--- config.mk ---
export PLATFORM = sky130hd
export DESIGN_NAME = spi_dwin
export DESIGN_NICKNAME = d
export VERILOG_FILES = /design/src/rtl/spi_dwin_pkg.sv /design/src/rtl/spi_dwin_tick.sv /design/src/rtl/spi_dwin_shift.sv /design/src/rtl/spi_dwin.sv
export SDC_FILE = /design/constraint.sdc
export NUM_CORES = 1
export LEC_CHECK = 0
export BUFFER_PORTS_ARGS = -buffer_cell sky130_fd_sc_hd__buf_2
export CAP_MARGIN = 20
export CORE_ASPECT_RATIO = 1.4
export CORE_MARGIN = 5
export CORE_UTILIZATION = 39
export DETAILED_ROUTE_END_ITERATION = 16
export PLACE_DENSITY_LB_ADDON = 0.1
export SYNTH_ARGS = -nofsm -noshare
export SYNTH_HDL_FRONTEND = slang
export SYNTH_SLANG_ARGS = --single-unit
--- constraint.sdc ---
create_clock -name clk -period 2.4 [get_ports clk]
set_input_delay 0.12 -clock clk [delete_from_list [all_inputs] [get_ports clk]]
set_output_delay 0.12 -clock clk [all_outputs]
set_load 0.1 [all_outputs]
--- src/rtl/spi_dwin_pkg.sv ---
package spi_dwin_pkg;
    typedef enum logic [1:0] {
        ST_IDLE = 2'd0,
        ST_GAP  = 2'd1,
        ST_SEND = 2'd2
    } dwin_st_e;

    localparam logic [7:0] CFG_OFS = 8'h20;
endpackage

--- src/rtl/spi_dwin_tick.sv ---
module spi_dwin_tick #(
    parameter int DIV_HALF = 2
) (
    input  logic clk,
    input  logic rst_n,
    input  logic en,
    input  logic clr,
    output logic tick
);
    localparam int CW = (DIV_HALF > 1) ? $clog2(DIV_HALF) : 1;

    logic [CW-1:0] cnt_d, cnt_q;

    always_comb begin
        tick  = en && (cnt_q == CW'(DIV_HALF - 1));
        cnt_d = cnt_q + CW'(1);
        if (clr || !en || tick)
            cnt_d = '0;
    end

    always_ff @(posedge clk) begin
        if (!rst_n) cnt_q <= '0;
        else        cnt_q <= cnt_d;
    end
endmodule

--- src/rtl/spi_dwin_shift.sv ---
module spi_dwin_shift (
    input  logic       clk,
    input  logic       rst_n,
    input  logic       load,
    input  logic [7:0] din,
    input  logic       tick,
    output logic       sck,
    output logic       mosi,
    output logic       done
);
    typedef struct packed {
        logic [7:0] sh;
        logic [2:0] cnt;
        logic       sck;
        logic       busy;
        logic       done;
    } shf_t;

    shf_t d, q;

    always_comb begin
        d      = q;
        d.done = 1'b0;
        if (load) begin
            d.sh   = din;
            d.cnt  = '0;
            d.sck  = 1'b0;
            d.busy = 1'b1;
        end else if (q.busy && tick) begin
            if (!q.sck) begin
                d.sck = 1'b1;
            end else begin
                d.sck = 1'b0;
                d.sh  = {q.sh[6:0], 1'b0};
                d.cnt = q.cnt + 3'd1;
                if (q.cnt == 3'd7) begin
                    d.busy = 1'b0;
                    d.done = 1'b1;
                end
            end
        end
    end

    always_ff @(posedge clk) begin
        if (!rst_n) q <= '0;
        else        q <= d;
    end

    assign sck  = q.sck;
    assign mosi = q.busy & q.sh[7];
    assign done = q.done;
endmodule

--- src/rtl/spi_dwin.sv ---
module spi_dwin
    import spi_dwin_pkg::*;
#(
    parameter int NUM_CS   = 8,
    parameter int ADDR_W   = 12,
    parameter int WIN_LSB  = 8,
    parameter int DIV_HALF = 2
) (
    input  logic              clk,
    input  logic              rst_n,
    input  logic              bus_valid,
    input  logic [ADDR_W-1:0] bus_addr,
    input  logic              bus_word,
    input  logic [31:0]       bus_wdata,
    output logic              bus_ready,
    output logic              spi_sck,
    output logic              spi_mosi,
    output logic [NUM_CS-1:0] spi_cs_n
);
    localparam int CSW = (NUM_CS > 1) ? $clog2(NUM_CS) : 1;
    localparam logic [WIN_LSB-1:0] CFG_SEL = WIN_LSB'(CFG_OFS);

    typedef struct packed {
        dwin_st_e       st;
        logic           rel;
        logic           cs_on;
        logic [CSW-1:0] cs_idx;
        logic [CSW-1:0] tgt;
        logic [31:0]    data;
        logic [2:0]     left;
        logic           pend;
        logic           gcnt;
    } ctl_t;

    ctl_t d, q;
    logic       load, clr, tick, sh_done;
    logic [7:0] ld_byte;
    logic       in_win;
    logic [CSW-1:0] win_idx;

    assign in_win  = bus_addr[ADDR_W-1];
    assign win_idx = bus_addr[WIN_LSB +: CSW];

    spi_dwin_tick #(.DIV_HALF(DIV_HALF)) u_tick (
        .clk  (clk),
        .rst_n(rst_n),
        .en   (q.st != ST_IDLE),
        .clr  (clr),
        .tick (tick)
    );

    spi_dwin_shift u_shift (
        .clk  (clk),
        .rst_n(rst_n),
        .load (load),
        .din  (ld_byte),
        .tick (tick),
        .sck  (spi_sck),
        .mosi (spi_mosi),
        .done (sh_done)
    );

    always_comb begin
        d       = q;
        load    = 1'b0;
        clr     = 1'b0;
        ld_byte = q.data[7:0];
        unique case (q.st)
            ST_IDLE: begin
                if (bus_valid) begin
                    if (!in_win) begin
                        if (bus_addr[WIN_LSB-1:0] == CFG_SEL) begin
                            d.rel = bus_wdata[0];
                            if (bus_wdata[0] && q.cs_on) begin
                                d.cs_on = 1'b0;
                                d.st    = ST_GAP;
                                d.pend  = 1'b0;
                                d.gcnt  = 1'b0;
                                clr     = 1'b1;
                            end
                        end
                    end else begin
                        d.data = bus_wdata;
                        d.left = bus_word ? 3'd4 : 3'd1;
                        d.tgt  = win_idx;
                        if (q.cs_on && q.cs_idx != win_idx) begin
                            d.cs_on = 1'b0;
                            d.st    = ST_GAP;
                            d.pend  = 1'b1;
                            d.gcnt  = 1'b0;
                            clr     = 1'b1;
                        end else begin
                            d.cs_on  = 1'b1;
                            d.cs_idx = win_idx;
                            d.st     = ST_SEND;
                            load     = 1'b1;
                            ld_byte  = bus_wdata[7:0];
                        end
                    end
                end
            end
            ST_GAP: begin
                if (tick) begin
                    if (q.gcnt) begin
                        if (q.pend) begin
                            d.cs_on  = 1'b1;
                            d.cs_idx = q.tgt;
                            d.st     = ST_SEND;
                            load     = 1'b1;
                        end else begin
                            d.st = ST_IDLE;
                        end
                    end else begin
                        d.gcnt = 1'b1;
                    end
                end
            end
            ST_SEND: begin
                if (sh_done) begin
                    if (q.left > 3'd1) begin
                        d.data  = {8'h00, q.data[31:8]};
                        d.left  = q.left - 3'd1;
                        load    = 1'b1;
                        ld_byte = q.data[15:8];
                    end else if (q.rel) begin
                        d.cs_on = 1'b0;
                        d.st    = ST_GAP;
                        d.pend  = 1'b0;
                        d.gcnt  = 1'b0;
                        clr     = 1'b1;
                    end else begin
                        d.st = ST_IDLE;
                    end
                end
            end
            default: d.st = ST_IDLE;
        endcase
    end

    always_ff @(posedge clk) begin
        if (!rst_n) begin
            q    <= '0;
            q.st <= ST_IDLE;
        end else begin
            q <= d;
        end
    end

    assign bus_ready = (q.st == ST_IDLE);

    for (genvar i = 0; i < NUM_CS; i++) begin : g_cs
        assign spi_cs_n[i] = !(q.cs_on && (q.cs_idx == CSW'(i)));
    end
endmodule

== Yosys cells after proc, flatten, opt, wreduce, memory -nomap -nowiden ==
Index checks and enable logic that the tools add are counted.

* Flip-flop bits (word level): 62

* $add $sub $neg: 3
* Magnitude comparators: 1
* Eq/ne operators: 25
* Mux-type cells: 67
* Bitwise logic cells: 5
* Reductions and logical operators: 46

{| class="wikitable"
|+ Operators with widths
! cell !! count
|-
| 36-bit one-hot mux with 2 select lines || 1
|-
| 47-bit 2-to-1 mux || 1
|-
| 41-bit 2-to-1 mux || 1
|-
| 8-bit 2-to-1 mux || 5
|-
| 37-bit 2-to-1 mux || 1
|-
| 35-bit 2-to-1 mux || 1
|-
| 2-bit 2-to-1 mux || 16
|-
| 1-bit 2-to-1 mux || 25
|-
| 4-bit 2-to-1 mux || 4
|-
| 2-bit inequality test (second input constant) || 8
|-
| 8-bit one-hot mux with 2 select lines || 1
|-
| 3-bit == test (second input constant) || 5
|-
| 14-bit 2-to-1 mux || 1
|-
| 7-bit AND reduction || 2
|-
| 13-bit 2-to-1 mux || 1
|-
| 1-bit logical AND || 12
|-
| 2-bit nonzero test || 6
|-
| 11-bit 2-to-1 mux || 1
|-
| 10-bit AND reduction || 1
|-
| 1-bit zero test || 9
|-
| 3-bit by 2-bit inequality test with 1-bit output (second input constant) || 3
|-
| 1-bit one-hot mux with 3 select lines || 3
|-
| 9-bit AND reduction || 1
|-
| 8-bit by 6-bit == test with 1-bit output (second input constant) || 1
|-
| other kinds (27) || 37
|}

== Longest topological paths before layout ==
Gate-level depths: netlist (run 1).

* Word-level depth: 9
* Mapped depth: 9

== By module ==
A second synthesis (run 1) with hierarchy kept.

* Cells, all modules: 408
* Area total of the unflattened synthesis: 3260.6 sq um

{| class="wikitable"
|+ Modules (own cells, without submodules)
! module !! instances !! cells an instance !! area an instance (sq um) !! sequential area each (sq um)
|-
| spi_dwin || 1 || 334 || 2636.3 || 940.9
|-
| spi_dwin_shift || 1 || 71 || 584.3 || 280.3
|-
| spi_dwin_tick || 1 || 3 || 40.0 || 20.0
|}

== Worst setup path before layout (run 1) ==
Ideal clock, no wire load.

* Kind: reg2reg
* Start: reg q[45] (netlist name)
* End: reg u_shift.q[6] (netlist name)
* Data arrival time: 2.610 ns
* Setup slack: -0.332 ns
* Stages on the path, launching flop included: 9
* Path buffers: 1
* Period minus slack after synthesis: 2.732 ns
* Path through: dfxtp_1 > inv_1 > ha_1 > nand2_1 > nor2_2 > a211oi_4 > or2_1 > buf_6 > o311a_1

{| class="wikitable"
|+ RTL lines
! item !! RTL line !! text
|-
| start, declared || spi_dwin.sv:35 || <nowiki>ctl_t d, q;</nowiki>
|-
| 2-bit zero test * || -- ||
|-
| named net bus_ready || spi_dwin.sv:15 || <nowiki>output logic bus_ready,</nowiki>
|-
| 1-bit one-hot mux with 3 select lines || spi_dwin.sv:68 || <nowiki>unique case (q.st)</nowiki>
|-
| 2-bit nonzero test (no line) || -- ||
|-
| 2-bit AND reduction (no line) || -- ||
|-
| end signal, assigned || spi_dwin_shift.sv:45 || <nowiki>if (!rst_n) q <= '0;</nowiki>
|-
| end signal, assigned || spi_dwin_shift.sv:46 || <nowiki>else q <= d;</nowiki>
|-
| end, declared || spi_dwin_shift.sv:19 || <nowiki>shf_t d, q;</nowiki>
|}

Mark *: on every way through the listed nets, which the timed path passes. The rest lies on a longest branch.
A chain may end at the register's enable or synchronous reset.

== Worst setup path in the final report (run 1) ==
* Start: reg q[3] (netlist name)
* End: reg u_shift.q[6] (netlist name)

* Longest elaborated chain between the ends: 6

{| class="wikitable"
|+ Ends and longest elaborated chain
! item !! RTL line !! text
|-
| 3-bit by 1-bit greater-than comparator with 1-bit output * || spi_dwin.sv:120 || <nowiki>if (q.left > 3'd1) begin</nowiki>
|-
| 1-bit 2-to-1 mux || spi_dwin.sv:120 ||
|-
| 1-bit 2-to-1 mux || spi_dwin.sv:119 || <nowiki>if (sh_done) begin</nowiki>
|-
| 1-bit one-hot mux with 3 select lines || spi_dwin.sv:68 ||
|-
| 2-bit nonzero test (no line) || -- ||
|-
| 2-bit AND reduction (no line) || -- ||
|}

Every way passes the cells marked *; elsewhere a longest branch is shown, timed or not.

==> flow_summary.json, run 1 <==
{
  "status": "completed",
  "cp_cell_sequence": "inv_1, ha_1, o21ba_2, o211a_1, a211oi_4, or2_1, o311a_1",
  "wire_per_inst_um": 14.6,
  "drtPass1Iterations": 4,
  "die_area_um2": 10500,
  "synthesis.area_um2": 3340,
  "core_um2": 8460,
  "switching_share_pct": 27.4,
  "initial_core_util_pct": 39.5,
  "clkTransAtPathRegs_ns": 0.05,
  "drtIter0Drc": 166,
  "crit_fanout": 10,
  "port_buffers": 58,
  "ys_top_cells_by_count": "nor2_1 (65), nand2_1 (63), dfxtp_1 (62)",
  "fin_area_um2": 4010,
  "endpoint_kind": "flop",
  "power_frac_comb_pct": 15.8,
  "synth-edff-count": 0,
  "synth_area_leaders": "dfxtp_1 (37%), nor2_1 (7.3%), nand2_1 (7.1%), a211oi_1 (5.6%), mux2i_1 (4.5%)",
  "postSynthCellCount": 422,
  "numCtsBuffers": 9,
  "synth_most_common_cell": "nor2_1",
  "drcViolationCount": 0,
  "ys_ff_latch": 62,
  "clock-sinks": 62,
  "start_kind": "flop",
  "drive_above_1_share_pct": 20.3,
  "die_width_um": 88.2,
  "internal_power_w": 0.00202,
  "cts_resized": 0,
  "peakVddDrop_v": 0.000413,
  "cts_hold_buf": 0,
  "synth_top_area_share_pct": 37.1,
  "pwr-share-seq_pct": 41.4,
  "cpPeakStageDelay_ns": 0.37,
  "dp_cells": 567,
  "drv_slew": 0,
  "leakage_nw": 1.62,
  "dpl.hpwl_mm": 6.18,
  "power_density_nw_per_um2": 695,
  "layoutNonFillerInstCount": 582,
  "htreeDepth": 3,
  "synth_largest_area_cell": "dfxtp_1",
  "arrival_ns": 2.34,
  "multi_input_area_um2": 1910,
  "die_y_um": 120,
  "max_slew_margin_pct": 62.0,
  "grt_overflow": 0,
  "cp.required_ns": 2.62,
  "crit_buf_inv": 1,
  "nets": 529,
  "num_vias": 3038,
  "finalSetupViolCount": 0,
  "synthArstFlopShare_pct": 0,
  "grt_max_degree": 36,
  "min_period_over_period_pct": 88.4,
  "cp_slowest_cell": "o311a_1",
  "holdCritPathClass": "input port to flop",
  "syn_to_final_growth_pct": 19.8,
  "clk_latency_ns": 0.33,
  "p_clk_share_pct": 42.7,
  "crit_family": "compound AO/OA/AOI/OAI gates",
  "cap_viol_max_count": 0,
  "ant_nets": 0,
  "ioPinCount": 59,
  "cts_buffer_depth": 2,
  "hold_viol": 0,
  "wl_mm": 8.52,
  "syn_nets": 478,
  "critPathKind": "flop to flop",
  "antenna_found_initial": 0,
  "synth.avg_cell_area_um2": 7.92,
  "grt_pass1_wl_mm": 14.1,
  "cts_setup_buffers": 0,
  "grt_setup_unrepaired": "no",
  "root_buffer": "clkbuf_16",
  "fmax_mhz": 472,
  "gp_congestion": 0.781,
  "skew_ns": 0.00598,
  "ys_seq_area_share_pct": 37.1,
  "grt_util_all_layers_pct": 17.1,
  "fillers": 860,
  "worstMarginPinSlew_ns": 0.564,
  "placed_cell_area_um2": 3730,
  "cts_tree": "done",
  "antenna_cells": 0,
  "final.min_clock_period_ns": 2.12,
  "synth_warnings": 0,
  "rows": 40,
  "via_per_inst": 5.22,
  "synth.distinct_cells": 53,
  "grt_pass1_vias": 2942,
  "p_switching_w": 0.000764,
  "regArea_um2": 1240,
  "tns_ns": 0,
  "synth_ff_type": "dfxtp_1"
}
## layout make-up
cell class / count / area share (%)
Clock buffer: 12 / 6.40
Clock inverter: 3 / 0.500
Inverter: 10 / 0.937
Multi-Input combinational cell: 320 / 47.8
Sequential cell: 62 / 31.0
Tap cell: 105 / 3.28
Timing Repair Buffer: 70 / 10.1
## sequential cells by signal, summed over array words and instances (netlist names)
| name | cells |
|---|---|
| u_shift.done | 1 |
| u_tick.cnt_q | 1 |
| q | 47 |
| u_shift.sck | 1 |
| u_shift.q | 12 |
## cell families (layout without fill, tap and decap cells)
group,count (synthesis),in the layout,synth area share (%)
AO/OA/AOI/OAI,87,87,20.4
flip-flops,62,62,37.1
XOR/XNOR,5,5,1.54
multiplexers,15,15,4.49
buffers and inverters,40,95,5.77
adder cells (fa/ha/maj),8,8,3.00
AND/OR/NAND/NOR,205,205,27.6
## cell usage in the layout, fill, tap and decap left out, types with 3 or more instances in the layout
cell       Yosys  routed
a2111oi_0      7       7
mux2i_1       15      15
xor2_1         4       4
dfxtp_1       62      62
clkbuf_16      0       9
a221oi_1       7       7
nor3_1        25      25
buf_4          0      10
nand2_1       63      63
buf_2          4      58
a311oi_1       4       4
nand2b_1       3       3
o21ai_0        8       8
and2_1         9       9
nand3_1       19      19
a211oi_1      25      25
nand3b_1       7       7
nor2_1        65      65
a21oi_1       15      15
inv_1          9       9
ha_1           8       6
o211ai_1       4       4
nor2b_1        4       4
## metrics by stage
step                      total power (W)  utilization (%)  hold slack (ns)  setup slack [ns]
after floorplan                   0.00149                -            0.264            0.0366
after global placement            0.00162             44.1            0.379             0.316
after detailed placement          0.00162             44.1            0.384             0.278
after CTS                         0.00282             47.4           0.0380             0.270
after global routing              0.00292             47.4           0.0478             0.118
final                             0.00278             47.4           0.0491             0.280
## worst paths after layout
check                                   start           end  slack, ns  depth (start not counted)
worst min-delay path            bus_wdata[28]         q[33]       0.05                          3
worst min register to register          q[29]         q[29]       0.45                          2
worst max register to register           q[3]  u_shift.q[6]       0.28                          7
worst max-delay path                     q[3]  u_shift.q[6]       0.28                          7
## power groups by stage
| stage | logic, W | clock network (W) | registers, W |
|---|---|---|---|
| finish | 0.000440 | 0.00119 | 0.00115 |
| global route | 0.000497 | 0.00126 | 0.00116 |
| CTS | 0.000446 | 0.00122 | 0.00115 |
| detailed placement | 0.000445 | 0 | 0.00118 |
| global placement | 0.000443 | 0 | 0.00117 |
| floorplan | 0.000333 | 0 | 0.00115 |
## worst min-delay path, stage by stage
cell,delay (ns)
buf_2,0.09
nand3_1,0.05
a21oi_1,0.06
## routing by layer
layer  wire length, µm  vias to the layer above  track usage, %  share of wire (%)
li1                  -                     1609               -                  -
met1              3830                     1373            21.3                 45
met2              4210                       45            27.7                 49
met3               290                       11            3.50                3.4
met4               189                        0            7.84                2.2
met5                 0                        -               0                  0
Power figures use the tool's default switching activity.
==> run 2: changes to the inputs <==
- CELL_PAD_IN_SITES_DETAIL_PLACEMENT: unset -> 0
- CELL_PAD_IN_SITES_GLOBAL_PLACEMENT: unset -> 2
- CORE_UTILIZATION: 39 -> 32
- HOLD_SLACK_MARGIN: unset -> 0.06
==> flow_summary.json, run 2 (synthesis results as in run 1) <==
{
  "status": "completed",
  "grt_pass1_vias": 3044,
  "core_um2": 10300,
  "syn_to_final_growth_pct": 24.3,
  "post-route-util_pct": 40.3,
  "max_slew_margin_pct": 64.0,
  "gp_congestion": 0.793,
  "ant_nets": 0,
  "cts_tree": "done",
  "start_kind": "flop",
  "antenna_cells": 0,
  "initial_core_util_pct": 32.5,
  "tns_ns": 0,
  "antenna_found_initial": 0,
  "worst_slack_ns": 0.194,
  "grt_pass1_wl_mm": 15.4,
  "drtPass1Iterations": 4,
  "htreeDepth": 3,
  "arrival_ns": 2.38,
  "layout_commonest_cell": "nor2_1",
  "regMostFlops": "q",
  "regArea_um2": 1240,
  "nets": 539,
  "fmax_mhz": 453,
  "rows": 44,
  "cap_viol_max_count": 0,
  "fillers": 1146,
  "final_cell_mix": "nor2_1 (64), nand2_1 (63), dfxtp_1 (62)",
  "num_vias": 3086,
  "worstMarginPinSlew_ns": 0.534,
  "holdCritPathClass": "input port to flop",
  "grt_setup_unrepaired": "no",
  "clk_latency_ns": 0.33,
  "port_buffers": 58,
  "drive_above_1_share_pct": 21.1,
  "crit_fanout": 16,
  "drtIter0Drc": 146,
  "pre_cts_slack_ns": 0.136,
  "endpoint_kind": "flop",
  "critPathKind": "flop to flop",
  "leakage_nw": 1.67,
  "cts_setup_buffers": 0,
  "finalSetupViolCount": 0,
  "power_density_nw_per_um2": 689,
  "die_width_um": 96.4,
  "drcViolationCount": 0,
  "wire_per_inst_um": 15.0,
  "root_buffer": "clkbuf_16",
  "peakVddDrop_v": 0.000276,
  "cp.required_ns": 2.58,
  "grt_util_all_layers_pct": 16.1,
  "cts_buffer_depth": 2,
  "ioPinCount": 59,
  "die_y_um": 131,
  "multi_input_area_um2": 1920,
  "final.min_clock_period_ns": 2.21,
  "min_period_over_period_pct": 91.9,
  "largest_reg_flops": 47,
  "top_regs": "q x47, u_shift.q x12",
  "drv_slew": 0,
  "grt_max_degree": 55,
  "clkTransAtPathRegs_ns": 0.05,
  "die_area_um2": 12600,
  "grt_overflow": 0,
  "clock-sinks": 62,
  "dpl.hpwl_mm": 6.78,
  "hold_viol": 0,
  "via_per_inst": 4.93,
  "skew_ns": 0.00567,
  "numCtsBuffers": 9,
  "wl_mm": 9.39
}
## run 2: power by group
group          switching (W)  total (W)  leakage, nW  internal (W)
combinational       0.000274   0.000461         1.03      0.000187
clock               0.000462    0.00125        0.135      0.000784
sequential         0.0000551    0.00115        0.507       0.00110
total               0.000792    0.00286         1.67       0.00207
## run 2: final timing paths
| kind | startpoint | end | slack, ns | depth (start not counted) |
|---|---|---|---|---|
| hold / removal | bus_wdata[28] | q[33] | 0.07 | 3 |
| hold reg to reg | q[31] | q[31] | 0.45 | 2 |
| setup reg to reg | q[45] | u_shift.q[12] | 0.19 | 7 |
| setup / recovery | q[45] | u_shift.q[12] | 0.19 | 7 |
## run 2: layout make-up
class | count | share of cell area, %
multi-input combinational | 320 | 46.2
sequential | 62 | 29.9
timing repair buffer | 80 | 11.9
clock buffer | 14 | 6.60
tap | 138 | 4.16
inverter | 10 | 0.904
clock inverter | 2 | 0.362
## run 2: through the flow
| stage | instance area (µm²) | instances | hold slack, ns | total power (W) |
|---|---|---|---|---|
| floorplan | 3340 | 422 | 0.264 | 0.00149 |
| global placement | 3810 | 605 | 0.381 | 0.00164 |
| detailed placement | 3810 | 605 | 0.383 | 0.00164 |
| CTS | 4150 | 626 | 0.0614 | 0.00289 |
| global route | 4150 | 626 | 0.0777 | 0.00301 |
| finish | 4150 | 626 | 0.0678 | 0.00286 |
## run 2: metal layers
| layer | vias up | GRT usage (%) | wire length, µm |
|---|---|---|---|
| met3 | 9 | 3.26 | 337 |
| met1 | 1407 | 20.3 | 4280 |
| met4 | 0 | 6.19 | 137 |
| li1 | 1623 | - | - |
| met5 | - | 0 | 0 |
| met2 | 47 | 26.8 | 4630 |
## run 2: what timing repair did
item                                    in CTS  in global routing
gates resized for setup                      0                  5
hold buffers                                 5                  0
endpoints found under the setup margin       0                  4
endpoints found under the hold margin        5                  0
## run 2: worst max-delay path, cell delays in order, from the launching register on
cell	delay (ns)
dfxtp_1	0.34
inv_1	0.10
ha_2	0.39
nand2_1	0.17
nor2_2	0.25
a211oi_4	0.15
a2111oi_0	0.52
a221oi_1	0.14
==> run 3: changes to the inputs <==
- CORE_UTILIZATION: 32 -> 35
- clock period: 2.4 -> 2.6 ns (I/O delays scaled with it)
==> flow_summary.json, run 3 (synthesis results as in run 1) <==
{
  "status": "completed",
  "min_period_over_period_pct": 85.2,
  "syn_to_final_growth_pct": 21.2,
  "crit_fanout": 16,
  "worst_slack_ns": 0.386,
  "endpoint_kind": "flop",
  "pre_cts_slack_ns": 0.408,
  "internal_power_w": 0.00196,
  "drive_above_1_share_pct": 19.2,
  "root_buffer": "clkbuf_16",
  "nets": 532,
  "dpl.hpwl_mm": 6.55,
  "die_width_um": 92.6,
  "finalSetupViolCount": 0,
  "die_area_um2": 11600,
  "hold_viol": 0,
  "arrival_ns": 2.43,
  "grt_util_all_layers_pct": 16.7,
  "drv_slew": 0,
  "htreeDepth": 3,
  "switching_share_pct": 26.5,
  "largest_reg_flops": 47,
  "worstMarginPinSlew_ns": 0.982,
  "cts_setup_buffers": 0,
  "fmax_mhz": 452,
  "initial_core_util_pct": 35.5,
  "via_per_inst": 5.27,
  "start_kind": "flop",
  "grt_overflow": 0,
  "holdCritPathClass": "input port to flop",
  "numCtsBuffers": 9,
  "top_regs": "q x47, u_shift.q x12",
  "cts_tree": "done",
  "p_clk_share_pct": 44.4,
  "grt_pass1_vias": 2945,
  "layout_commonest_cell": "nor2_1",
  "clkTransAtPathRegs_ns": 0.05,
  "skew_ns": 0.00379,
  "p_switching_w": 0.000705,
  "peakVddDrop_v": 0.000318,
  "drtPass1Iterations": 4,
  "gp_congestion": 0.760,
  "power_density_nw_per_um2": 658,
  "pwr-share-seq_pct": 40.1,
  "leakage_nw": 1.64,
  "grt_max_degree": 54,
  "ant_nets": 0,
  "tns_ns": 0,
  "ioPinCount": 59,
  "num_vias": 3106,
  "core_um2": 9410,
  "cts_buffer_depth": 2,
  "final.min_clock_period_ns": 2.21,
  "cp.required_ns": 2.82,
  "regMostFlops": "q",
  "drtIter0Drc": 119,
  "drcViolationCount": 0,
  "clock-sinks": 62,
  "grt_pass1_wl_mm": 15.5,
  "wire_per_inst_um": 15.7,
  "antenna_found_initial": 0,
  "clk_latency_ns": 0.33,
  "die_y_um": 126,
  "reg2reg_from": "q[45]",
  "final_cell_mix": "nor2_1 (65), nand2_1 (63), dfxtp_1 (62)",
  "critPathKind": "flop to flop",
  "rows": 42,
  "max_slew_margin_pct": 34.5,
  "cap_viol_max_count": 0,
  "worstHoldStart": "bus_wdata[25]",
  "wl_mm": 9.27,
  "port_buffers": 58,
  "startpoint": "q[45]",
  "antenna_cells": 0,
  "grt_setup_unrepaired": "no",
  "power_frac_comb_pct": 15.5
}
-- run 3: final timing paths --
kind / to / slack, ns / cells past startpoint
worst max-delay path: u_shift.q[6] / 0.39 / 7
worst min register to register: q[36] / 0.45 / 2
worst min-delay path: q[30] / 0.08 / 3
worst max register to register: u_shift.q[6] / 0.39 / 7
-- run 3: worst max-delay path, stage by stage (launching register included) --
cell      delay [ns]
dfxtp_1         0.38
inv_1           0.09
ha_2            0.30
nand3b_1        0.22
nor2_1          0.26
a211oi_4        0.11
or2_1           0.36
o311a_1         0.38
-- run 3: repair_timing --
action,4_1_cts,5_1_grt
hold endpoints to repair,6,0
endpoints found under the setup margin,0,0
resized for setup,0,0
hold buffers,6,0
-- run 3: metrics by stage --
| step | instances | hold WS (ns) | total power (W) | utilization, % | cell area (µm²) |
|---|---|---|---|---|---|
| after CTS | 589 | 0.0825 | 0.00270 | 43.1 | 4050 |
| after global routing | 589 | 0.0827 | 0.00280 | 43.1 | 4050 |
| after floorplan | 422 | 0.274 | 0.00137 | - | 3340 |
| after global placement | 569 | 0.390 | 0.00150 | 39.3 | 3700 |
| after detailed placement | 569 | 0.394 | 0.00150 | 39.3 | 3700 |
| final | 589 | 0.0811 | 0.00267 | 43.1 | 4050 |
-- run 3: cell type report --
class | instances | area [µm²]
sequential | 62 | 1240
tap | 110 | 138
multi-input combinational | 320 | 1910
inverter | 10 | 37.5
fill | 1000 | 5360
timing repair buffer | 73 | 430
clock inverter | 1 | 30.0
clock buffer | 13 | 260
-- run 3: layer usage --
metal / GRT usage, % / vias to the layer above / part of all wire [%]
li1: - / 1610 / -
met1: 21.8 / 1432 / 46
met2: 27.1 / 55 / 49
met3: 2.86 / 9 / 3.5
met4: 7.35 / 0 / 1.8
met5: 0 / - / 0
-- run 3: power by group through the flow --
stage	registers (W)	logic (W)	clock network [W]
final	0.00107	0.000412	0.00118
after global routing	0.00108	0.000463	0.00126
after CTS	0.00107	0.000419	0.00121
after detailed placement	0.00109	0.000410	0
after global placement	0.00109	0.000409	0
after floorplan	0.00106	0.000307	0
